<file path="config.mk">
export PLATFORM = sky130hd
export DESIGN_NAME = multi_ratio_clkgen
export DESIGN_NICKNAME = d
export VERILOG_FILES = /design/src/rtl/clkgen_pkg.sv /design/src/rtl/clkgen_tick_src.sv /design/src/rtl/clkgen_phase_ctr.sv /design/src/rtl/clkgen_gate_ctl.sv /design/src/rtl/clkgen_out_stage.sv /design/src/rtl/multi_ratio_clkgen.sv
export SDC_FILE = /design/constraint.sdc
export NUM_CORES = 1
export LEC_CHECK = 0
export ABC_AREA = 1
export BUFFER_PORTS_ARGS = -buffer_cell sky130_fd_sc_hd__buf_2
export CAP_MARGIN = 40
export CORE_MARGIN = 3
export CORE_UTILIZATION = 30
export CTS_BUF_LIST = sky130_fd_sc_hd__clkbuf_4 sky130_fd_sc_hd__clkbuf_8
export CTS_CLUSTER_DIAMETER = 120
export CTS_CLUSTER_SIZE = 28
export DETAILED_ROUTE_END_ITERATION = 8
export SETUP_SLACK_MARGIN = 0.5
export SLEW_MARGIN = 20
export SYNTH_ARGS = -nofsm -noshare
export SYNTH_HDL_FRONTEND = slang
export SYNTH_SLANG_ARGS = --single-unit
</file>
<file path="constraint.sdc">
create_clock -name clk_i -period 2.3 [get_ports clk_i]
set_clock_uncertainty 0.1 [all_clocks]
set_input_delay 0.23 -clock clk_i [delete_from_list [all_inputs] [get_ports clk_i]]
set_output_delay 0.23 -clock clk_i [all_outputs]
set_load 0.01 [all_outputs]
</file>
<file path="src/rtl/clkgen_pkg.sv">
package clkgen_pkg;

  localparam int CNT_W    = 3;
  localparam int TAP_DBL  = 0;
  localparam int TAP_BASE = 1;
  localparam int TAP_HALF = 2;

  typedef logic [CNT_W-1:0] phase_t;

  // next phase value: advance by one when a tick is present
  function automatic phase_t phase_step(input phase_t cur, input logic adv);
    phase_t nxt;
    nxt = adv ? phase_t'(cur + phase_t'(1)) : cur;
    return nxt;
  endfunction

  // a phase where every gateable tap is low
  function automatic logic is_quiet(input phase_t ph);
    return (ph[TAP_BASE:TAP_DBL] == '0);
  endfunction

endpackage

</file>
<file path="src/rtl/clkgen_tick_src.sv">
module clkgen_tick_src #(
  parameter int SYNC_STAGES = 2
) (
  input  logic clk_i,
  input  logic rst_ni,
  input  logic pll_on_i,
  input  logic ref_i,
  output logic tick_o
);

  localparam int CHAIN = SYNC_STAGES + 1;

  logic             mode_q;
  logic [CHAIN-1:0] chain_q;
  logic             ref_rise;

  always_ff @(posedge clk_i or negedge rst_ni) begin
    if (!rst_ni) mode_q <= 1'b1;
    else         mode_q <= pll_on_i;
  end

  genvar gi;
  generate
    for (gi = 0; gi < CHAIN; gi++) begin : g_sync
      if (gi == 0) begin : g_first
        always_ff @(posedge clk_i or negedge rst_ni) begin
          if (!rst_ni) chain_q[gi] <= 1'b0;
          else         chain_q[gi] <= ref_i;
        end
      end else begin : g_next
        always_ff @(posedge clk_i or negedge rst_ni) begin
          if (!rst_ni) chain_q[gi] <= 1'b0;
          else         chain_q[gi] <= chain_q[gi-1];
        end
      end
    end
  endgenerate

  assign ref_rise = chain_q[CHAIN-2] & ~chain_q[CHAIN-1];
  assign tick_o   = mode_q ? 1'b1 : ref_rise;

endmodule

</file>
<file path="src/rtl/clkgen_phase_ctr.sv">
module clkgen_phase_ctr
  import clkgen_pkg::*;
(
  input  logic   clk_i,
  input  logic   rst_ni,
  input  logic   tick_i,
  output phase_t phase_d_o
);

  phase_t phase_q;

  assign phase_d_o = phase_step(phase_q, tick_i);

  always_ff @(posedge clk_i or negedge rst_ni) begin
    if (!rst_ni) phase_q <= '0;
    else         phase_q <= phase_d_o;
  end

endmodule

</file>
<file path="src/rtl/clkgen_gate_ctl.sv">
module clkgen_gate_ctl
  import clkgen_pkg::*;
(
  input  logic   clk_i,
  input  logic   rst_ni,
  input  logic   mr_i,
  input  phase_t phase_d_i,
  output logic   gate_d_o
);

  logic gate_q;

  // park immediately on master reset; reopen only at a quiet phase
  assign gate_d_o = mr_i ? 1'b0 : (gate_q | is_quiet(phase_d_i));

  always_ff @(posedge clk_i or negedge rst_ni) begin
    if (!rst_ni) gate_q <= 1'b1;
    else         gate_q <= gate_d_o;
  end

endmodule

</file>
<file path="src/rtl/clkgen_out_stage.sv">
module clkgen_out_stage
  import clkgen_pkg::*;
#(
  parameter int NUM_BASE  = 3,
  parameter int NUM_GATED = 2
) (
  input  logic                clk_i,
  input  logic                rst_ni,
  input  phase_t              phase_d_i,
  input  logic                gate_d_i,
  output logic                dbl_o,
  output logic [NUM_BASE-1:0] base_o,
  output logic                inv_o,
  output logic                half_o
);

  always_ff @(posedge clk_i or negedge rst_ni) begin
    if (!rst_ni) begin
      dbl_o  <= 1'b0;
      inv_o  <= 1'b1;
      half_o <= 1'b0;
    end else begin
      dbl_o  <= phase_d_i[TAP_DBL] & gate_d_i;
      inv_o  <= ~phase_d_i[TAP_BASE];
      half_o <= phase_d_i[TAP_HALF];
    end
  end

  genvar gi;
  generate
    for (gi = 0; gi < NUM_BASE; gi++) begin : g_base
      if (gi < NUM_GATED) begin : g_gated
        always_ff @(posedge clk_i or negedge rst_ni) begin
          if (!rst_ni) base_o[gi] <= 1'b0;
          else         base_o[gi] <= phase_d_i[TAP_BASE] & gate_d_i;
        end
      end else begin : g_free
        always_ff @(posedge clk_i or negedge rst_ni) begin
          if (!rst_ni) base_o[gi] <= 1'b0;
          else         base_o[gi] <= phase_d_i[TAP_BASE];
        end
      end
    end
  endgenerate

endmodule

</file>
<file path="src/rtl/multi_ratio_clkgen.sv">
module multi_ratio_clkgen
  import clkgen_pkg::*;
#(
  parameter int NUM_BASE    = 3,
  parameter int NUM_GATED   = 2,
  parameter int SYNC_STAGES = 2
) (
  input  logic                clk_i,
  input  logic                rst_ni,
  input  logic                pll_on_i,
  input  logic                ref_i,
  input  logic                mr_i,
  output logic                dbl_o,
  output logic [NUM_BASE-1:0] base_o,
  output logic                inv_o,
  output logic                half_o
);

  logic   tick;
  phase_t phase_d;
  logic   gate_d;

  clkgen_tick_src #(.SYNC_STAGES(SYNC_STAGES)) u_tick (
    .clk_i    (clk_i),
    .rst_ni   (rst_ni),
    .pll_on_i (pll_on_i),
    .ref_i    (ref_i),
    .tick_o   (tick)
  );

  clkgen_phase_ctr u_ctr (
    .clk_i     (clk_i),
    .rst_ni    (rst_ni),
    .tick_i    (tick),
    .phase_d_o (phase_d)
  );

  clkgen_gate_ctl u_gate (
    .clk_i     (clk_i),
    .rst_ni    (rst_ni),
    .mr_i      (mr_i),
    .phase_d_i (phase_d),
    .gate_d_o  (gate_d)
  );

  clkgen_out_stage #(.NUM_BASE(NUM_BASE), .NUM_GATED(NUM_GATED)) u_out (
    .clk_i     (clk_i),
    .rst_ni    (rst_ni),
    .phase_d_i (phase_d),
    .gate_d_i  (gate_d),
    .dbl_o     (dbl_o),
    .base_o    (base_o),
    .inv_o     (inv_o),
    .half_o    (half_o)
  );

endmodule

</file>
# Word-level counts from Yosys, hierarchy flattened
# Cells that the tools add are included.
[classes]
add_sub_neg = 1
mul = 0
n_div = 0
n_lt_le_gt_ge = 0
n_eq_ne = 0
shifts = 0
mux = 3
bitwise = 6
reduce_logical = 1
[op_table]
columns = ["op", "n"]
rows = [
  ["3-bit by 1-bit adder with 3-bit output (second input constant)", 1],
  ["1-bit AND", 3],
  ["3-bit two-way mux", 1],
  ["2-bit zero test", 1],
  ["1-bit two-way mux", 2],
  ["1-bit NOT", 2],
  ["1-bit bitwise OR", 1],
]
[totals]
regBits = 13
latchBits = 0
ramBits = 0
mem_bits_ro = 0
input_bits = 5
output_inout_bits = 6
word_cells = 22
memories = 0

# Logic depth before layout (Yosys ltp)
[depth]
depth_word = 8
mapped_depth = 9
mapped_depth_nobuf = 9

# Cells and area by module
# A second synthesis with hierarchy kept.
[unflattened]
cells_unflattened = 37
area_unflattened_um2 = 439.2
[modules_own_cells]
columns = ["module", "instances", "cells_per_inst", "area_each_um2", "seq_area_each_um2"]
rows = [
  ["clkgen_out_stage", 1, 11, 152.6, 126.4],
  ["clkgen_phase_ctr", 1, 14, 132.6, 75.1],
  ["clkgen_tick_src", 1, 8, 116.4, 101.3],
  ["clkgen_gate_ctl", 1, 4, 37.5, 26.3],
]

# Worst setup path before layout
# No wires, ideal clock.
[synth_timing]
path_type = "flip-flop to flip-flop"
start = "register u_ctr.phase_q[1]"
end = "register u_out.base_o[0]"
setup_time_ns = 0.071
arrival_time_ns = 1.042
required_ns = 2.129
setup_slack_ns = 1.086
stages_incl_launch_ff = 9
n_path_buf = 0
synth_period_minus_slack_ns = 1.214
path_cell_list = "dfrtp_1 ha_1 inv_1 nand2_2 nand2_2 nand2_1 nand2_1 nand2_1 nor2_1"
[synth_between]
elab_chain_len = 6
[synth_rtl]
columns = ["element", "line", "text"]
rows = [
  ["start: declaration", "clkgen_phase_ctr.sv:10", "phase_t phase_q;"],
  ["start signal: assignment", "clkgen_phase_ctr.sv:16", "else phase_q <= phase_d_o;"],
  ["3-bit by 1-bit adder with 3-bit output", "clkgen_pkg.sv:13", "nxt = adv ? phase_t'(cur + phase_t'(1)) : cur;"],
  ["3-bit two-way mux *", "clkgen_pkg.sv:13", ""],
  ["2-bit zero test", "clkgen_pkg.sv:19", "return (ph[TAP_BASE:TAP_DBL] == '0);"],
  ["1-bit bitwise OR", "clkgen_gate_ctl.sv:14", "assign gate_d_o = mr_i ? 1'b0 : (gate_q | is_quiet(phase_d_i));"],
  ["1-bit two-way mux", "clkgen_gate_ctl.sv:14", ""],
  ["1-bit AND *", "clkgen_out_stage.sv:35", "else base_o[gi] <= phase_d_i[TAP_BASE] & gate_d_i;"],
  ["end signal: indexed assignment", "clkgen_out_stage.sv:35", ""],
  ["end: declaration", "clkgen_out_stage.sv:12", "output logic [NUM_BASE-1:0] base_o,"],
]
# Every way passes the cells marked *; elsewhere a longest branch is shown, timed or not.

# Worst setup path after layout
# Ends and elaborated chain as after synthesis.

==> flow_metrics.env <==
export IMPL_power_net_switching_w=0.000165
export IMPL_ys_async_sr_fraction_pct=100
export IMPL_post_route_drc_count=0
export IMPL_synth_nets=45
export IMPL_dp_final_hpwl_um=427
export IMPL_yosysWarningCount=0
export IMPL_power_frac_clock_pct=24.7
export IMPL_synth_largest_area_cell="sky130_fd_sc_hd__dfrtp_1"
export IMPL_flow_area_growth_from_synthesis_pct=26.7
export IMPL_status="finished, final reports clean"
export IMPL_antenna_violating_nets_post_route=0
export IMPL_cp_max_fo=4
export IMPL_timing_critical_path_buf_inv=1
export IMPL_crit_path_cell_trace="ha_1 -> inv_1 -> nand2_2 -> nand2_2 -> nand2_1 -> nand2_1 -> nand2_1 -> nor2_1"
export IMPL_max_stage_delay_ns=0.39
export IMPL_synth_area_top_cells="sky130_fd_sc_hd__dfrtp_1 47%, sky130_fd_sc_hd__dfstp_2 19%, sky130_fd_sc_hd__inv_1 8.9%, sky130_fd_sc_hd__nand2_2 5.9%, sky130_fd_sc_hd__nand2_1 5.3%"
export IMPL_cts_max_level=1
export IMPL_synth_ff_latch_count=11
export IMPL_final_core_utilization_pct=43.9
export IMPL_grt_first_pass_wirelength_um=1100
export IMPL_clock_tree_root_cell="sky130_fd_sc_hd__clkbuf_4"
export IMPL_p_leak_nw=0.307
export IMPL_crit_slowest_cell="sky130_fd_sc_hd__dfrtp_1"
export IMPL_cts_buffers_inserted=3
export IMPL_yosysTopAreaCellShare_pct=47.5
export IMPL_io_pins=11
export IMPL_final_instance_count_excl_fill=68
export IMPL_finalSetupViolations=0
export IMPL_period_needed_ns=1.28
export IMPL_wire_per_inst_um=8.75
export IMPL_power_switching_share_pct=29.6
export IMPL_detailed_place_area_sq_um=474
export IMPL_core_area_sq_um=1220
export IMPL_fp_row_count=12
export IMPL_worst_slew_pin_transition_ns=0.239
export IMPL_die_area_sq_um=1890
export IMPL_hold_bufs_inserted_after_cts=3
export IMPL_max_cap_violations=0
export IMPL_synth_edf_count=0
export IMPL_rsz0062_at_grt="no"
export IMPL_fp_dieH_um=43.5
export IMPL_endpoint_kind="flip-flop"
export IMPL_ff2ff_path_depth=8
export IMPL_mappedNetlistArea_sq_um=422
export IMPL_wirelength_um=595
export IMPL_postCtsSetupBuffers=0
export IMPL_worst_slew_margin_rel_pct=84.0
export IMPL_detail_route_vias_per_cell=3.96
export IMPL_worstSetupStartpointType="flip-flop"
export IMPL_synthDistinctLibCells=11
export IMPL_routed_via_count=269
export IMPL_ys_dominant_reg_cell="sky130_fd_sc_hd__dfrtp_1"
export IMPL_nets=61
export IMPL_power_share_sequential_pct=48.1
export IMPL_hold_viol=0
export IMPL_cts_repair_resize_count=0
export IMPL_antenna_cells=0
export IMPL_synth_seq_area_share_pct=66.2
export IMPL_clkLatencyLatePin_ns=0.26
export IMPL_pwr_share_comb_pct=27.3
export IMPL_clkSlewWorstSetupHoldPaths_ns=0.06
export IMPL_initialDrtViolationCount=2
export IMPL_critPathTopFamily="flip-flops"
export IMPL_min_delay_path_depth=4
export IMPL_power_internal_w=0.000393
export IMPL_number_of_detailed_route_iterations_in_the_first_pass=2
export IMPL_synthesis_area_per_instance_sq_um=10.8
export IMPL_totalNegativeSetupSlack_ns=0
export IMPL_final_cell_area_excluding_filler_cells_sq_um=534
export IMPL_synth_cells=39
export IMPL_track_usage_pct=8.29
export IMPL_period_share_pct=55.8
export IMPL_max_rail_drop_vdd_v=0.000432
export IMPL_tritoncts="yes"
export IMPL_grt_overflow_total=0
export IMPL_grt_pass1_vias=272
export IMPL_routabilityCongestion=0.669
export IMPL_worstSetupPathType="flip-flop to flip-flop"
export IMPL_worst_case_clock_buffer_depth=2
export IMPL_grt_antenna_before_repair=0
export IMPL_synth_commonest_cells="10 x sky130_fd_sc_hd__inv_1, 8 x sky130_fd_sc_hd__dfrtp_1, 6 x sky130_fd_sc_hd__nand2_1"
export IMPL_cp_data_required_time_ns=2.40
export IMPL_most_used_standard_cell_by_instance_count_after_synthesis="sky130_fd_sc_hd__inv_1"
export IMPL_number_of_placed_instances_with_taps_included=61
export IMPL_post_layout_total_power_w=0.000558
export IMPL_fmaxAchievable_mhz=780
export IMPL_worst_r2r_setup_slack_ns=1.02
export IMPL_crit_path_frequent_cell="sky130_fd_sc_hd__nand2_1"
export IMPL_initial_core_util_pct=34.7
export IMPL_power_density_nw_per_um2=1040
export IMPL_numClockSinks=11
export IMPL_dieWidth_um=43.5
export IMPL_grt_start_max_net_pins=12
export IMPL_critical_path_depth=8
export IMPL_worst_endpoint_arrival_ns=1.38
export IMPL_buffer_ports_inserted=10
export IMPL_min_delay_path_class="primary input to flip-flop"
export IMPL_final_max_slew_violation_count=0
export IMPL_drive_gt1_share_pct=38.9
[final cells by class]
cell class | count | area, sq um
clock buffers | 4 | 30.0
fillers | 115 | 682
inverters | 10 | 37.5
multi-input cells | 16 | 90.1
flip-flops and latches | 11 | 279
well taps | 14 | 17.5
repair buffers | 13 | 80.1
[power by group through the flow]
stage          Sequential (W)  Clock, W  Combinational, W
2_1_floorplan        0.000284         0          0.000101
3_3_place_gp         0.000271         0          0.000148
3_5_place_dp         0.000273         0          0.000152
4_1_cts              0.000269  0.000148          0.000157
5_1_grt              0.000274  0.000158          0.000177
6_report             0.000268  0.000138          0.000152
[state kept, by name, summed over array words and instances, names as in the netlist]
register and flops:
u_ctr.phase_q 3, u_gate.gate_q 1, u_out.base_o 1, u_out.dbl_o 1, u_out.inv_o 1, u_tick.chain_q 3, u_tick.mode_q 1
[layout by cell type (no fill, tap or decap)]
master / n
sky130_fd_sc_hd__inv_1: 10
sky130_fd_sc_hd__nand2_1: 6
sky130_fd_sc_hd__nor2_1: 1
sky130_fd_sc_hd__xnor2_1: 1
sky130_fd_sc_hd__buf_2: 10
sky130_fd_sc_hd__dfrtp_1: 8
sky130_fd_sc_hd__dlygate4sd3_1: 3
sky130_fd_sc_hd__ha_1: 1
sky130_fd_sc_hd__nand3b_1: 1
sky130_fd_sc_hd__dfstp_2: 3
sky130_fd_sc_hd__clkbuf_4: 4
sky130_fd_sc_hd__nand3_1: 2
sky130_fd_sc_hd__nand2_2: 4
[tightest hold or removal path: stages]
cell and delay (ns):
sky130_fd_sc_hd__buf_2 0.07, sky130_fd_sc_hd__inv_1 0.04, sky130_fd_sc_hd__nand2_1 0.08, sky130_fd_sc_hd__inv_1 0.04
[metrics by stage]
step | hold slack, ns | setup slack [ns]
2_1_floorplan | -0.166 | 1.09
3_3_place_gp | 0.00644 | 1.03
3_5_place_dp | 0.00910 | 1.02
4_1_cts | 0.0863 | 0.999
5_1_grt | 0.128 | 0.881
6_report | 0.0974 | 1.02
[path summary, 6_finish.rpt]
path	start	endpoint
worst max-delay path	u_ctr.phase_q[1]$_DFF_PN0_	u_out.base_o[0]$_DFF_PN0_
worst min-delay path	mr_i	u_gate.gate_q$_DFF_PN1_
worst max register to register	u_ctr.phase_q[1]$_DFF_PN0_	u_out.base_o[0]$_DFF_PN0_
worst min register to register	u_tick.chain_q[0]$_DFF_PN0_	u_tick.chain_q[1]$_DFF_PN0_
max in group asynchronous	rst_ni	u_out.inv_o$_DFF_PN1_
min in group asynchronous	rst_ni	u_out.dbl_o$_DFF_PN0_
[layer usage]
| metal | vias up | GRT usage (%) | routed length (um) |
|---|---|---|---|
| li1 | 140 | - | - |
| met1 | 119 | 9.00 | 273 |
| met2 | 8 | 11.8 | 274 |
| met3 | 2 | 4.15 | 39 |
| met4 | 0 | 7.23 | 8 |
| met5 | - | 0 | 0 |
[kinds of logic (layout without fill, tap and decap cells)]
logic type                 count (synthesis)  in the layout  share of synthesized area (%)
xor gates and xnor gates                   1              1                           2.08
adders and majority gates                  1              1                           2.97
and+or+nand+nor                           14             14                           16.3
buffers and inverters                     12             27                           12.5
DFF                                       11             11                           66.2
Power figures use the tool's default switching activity.
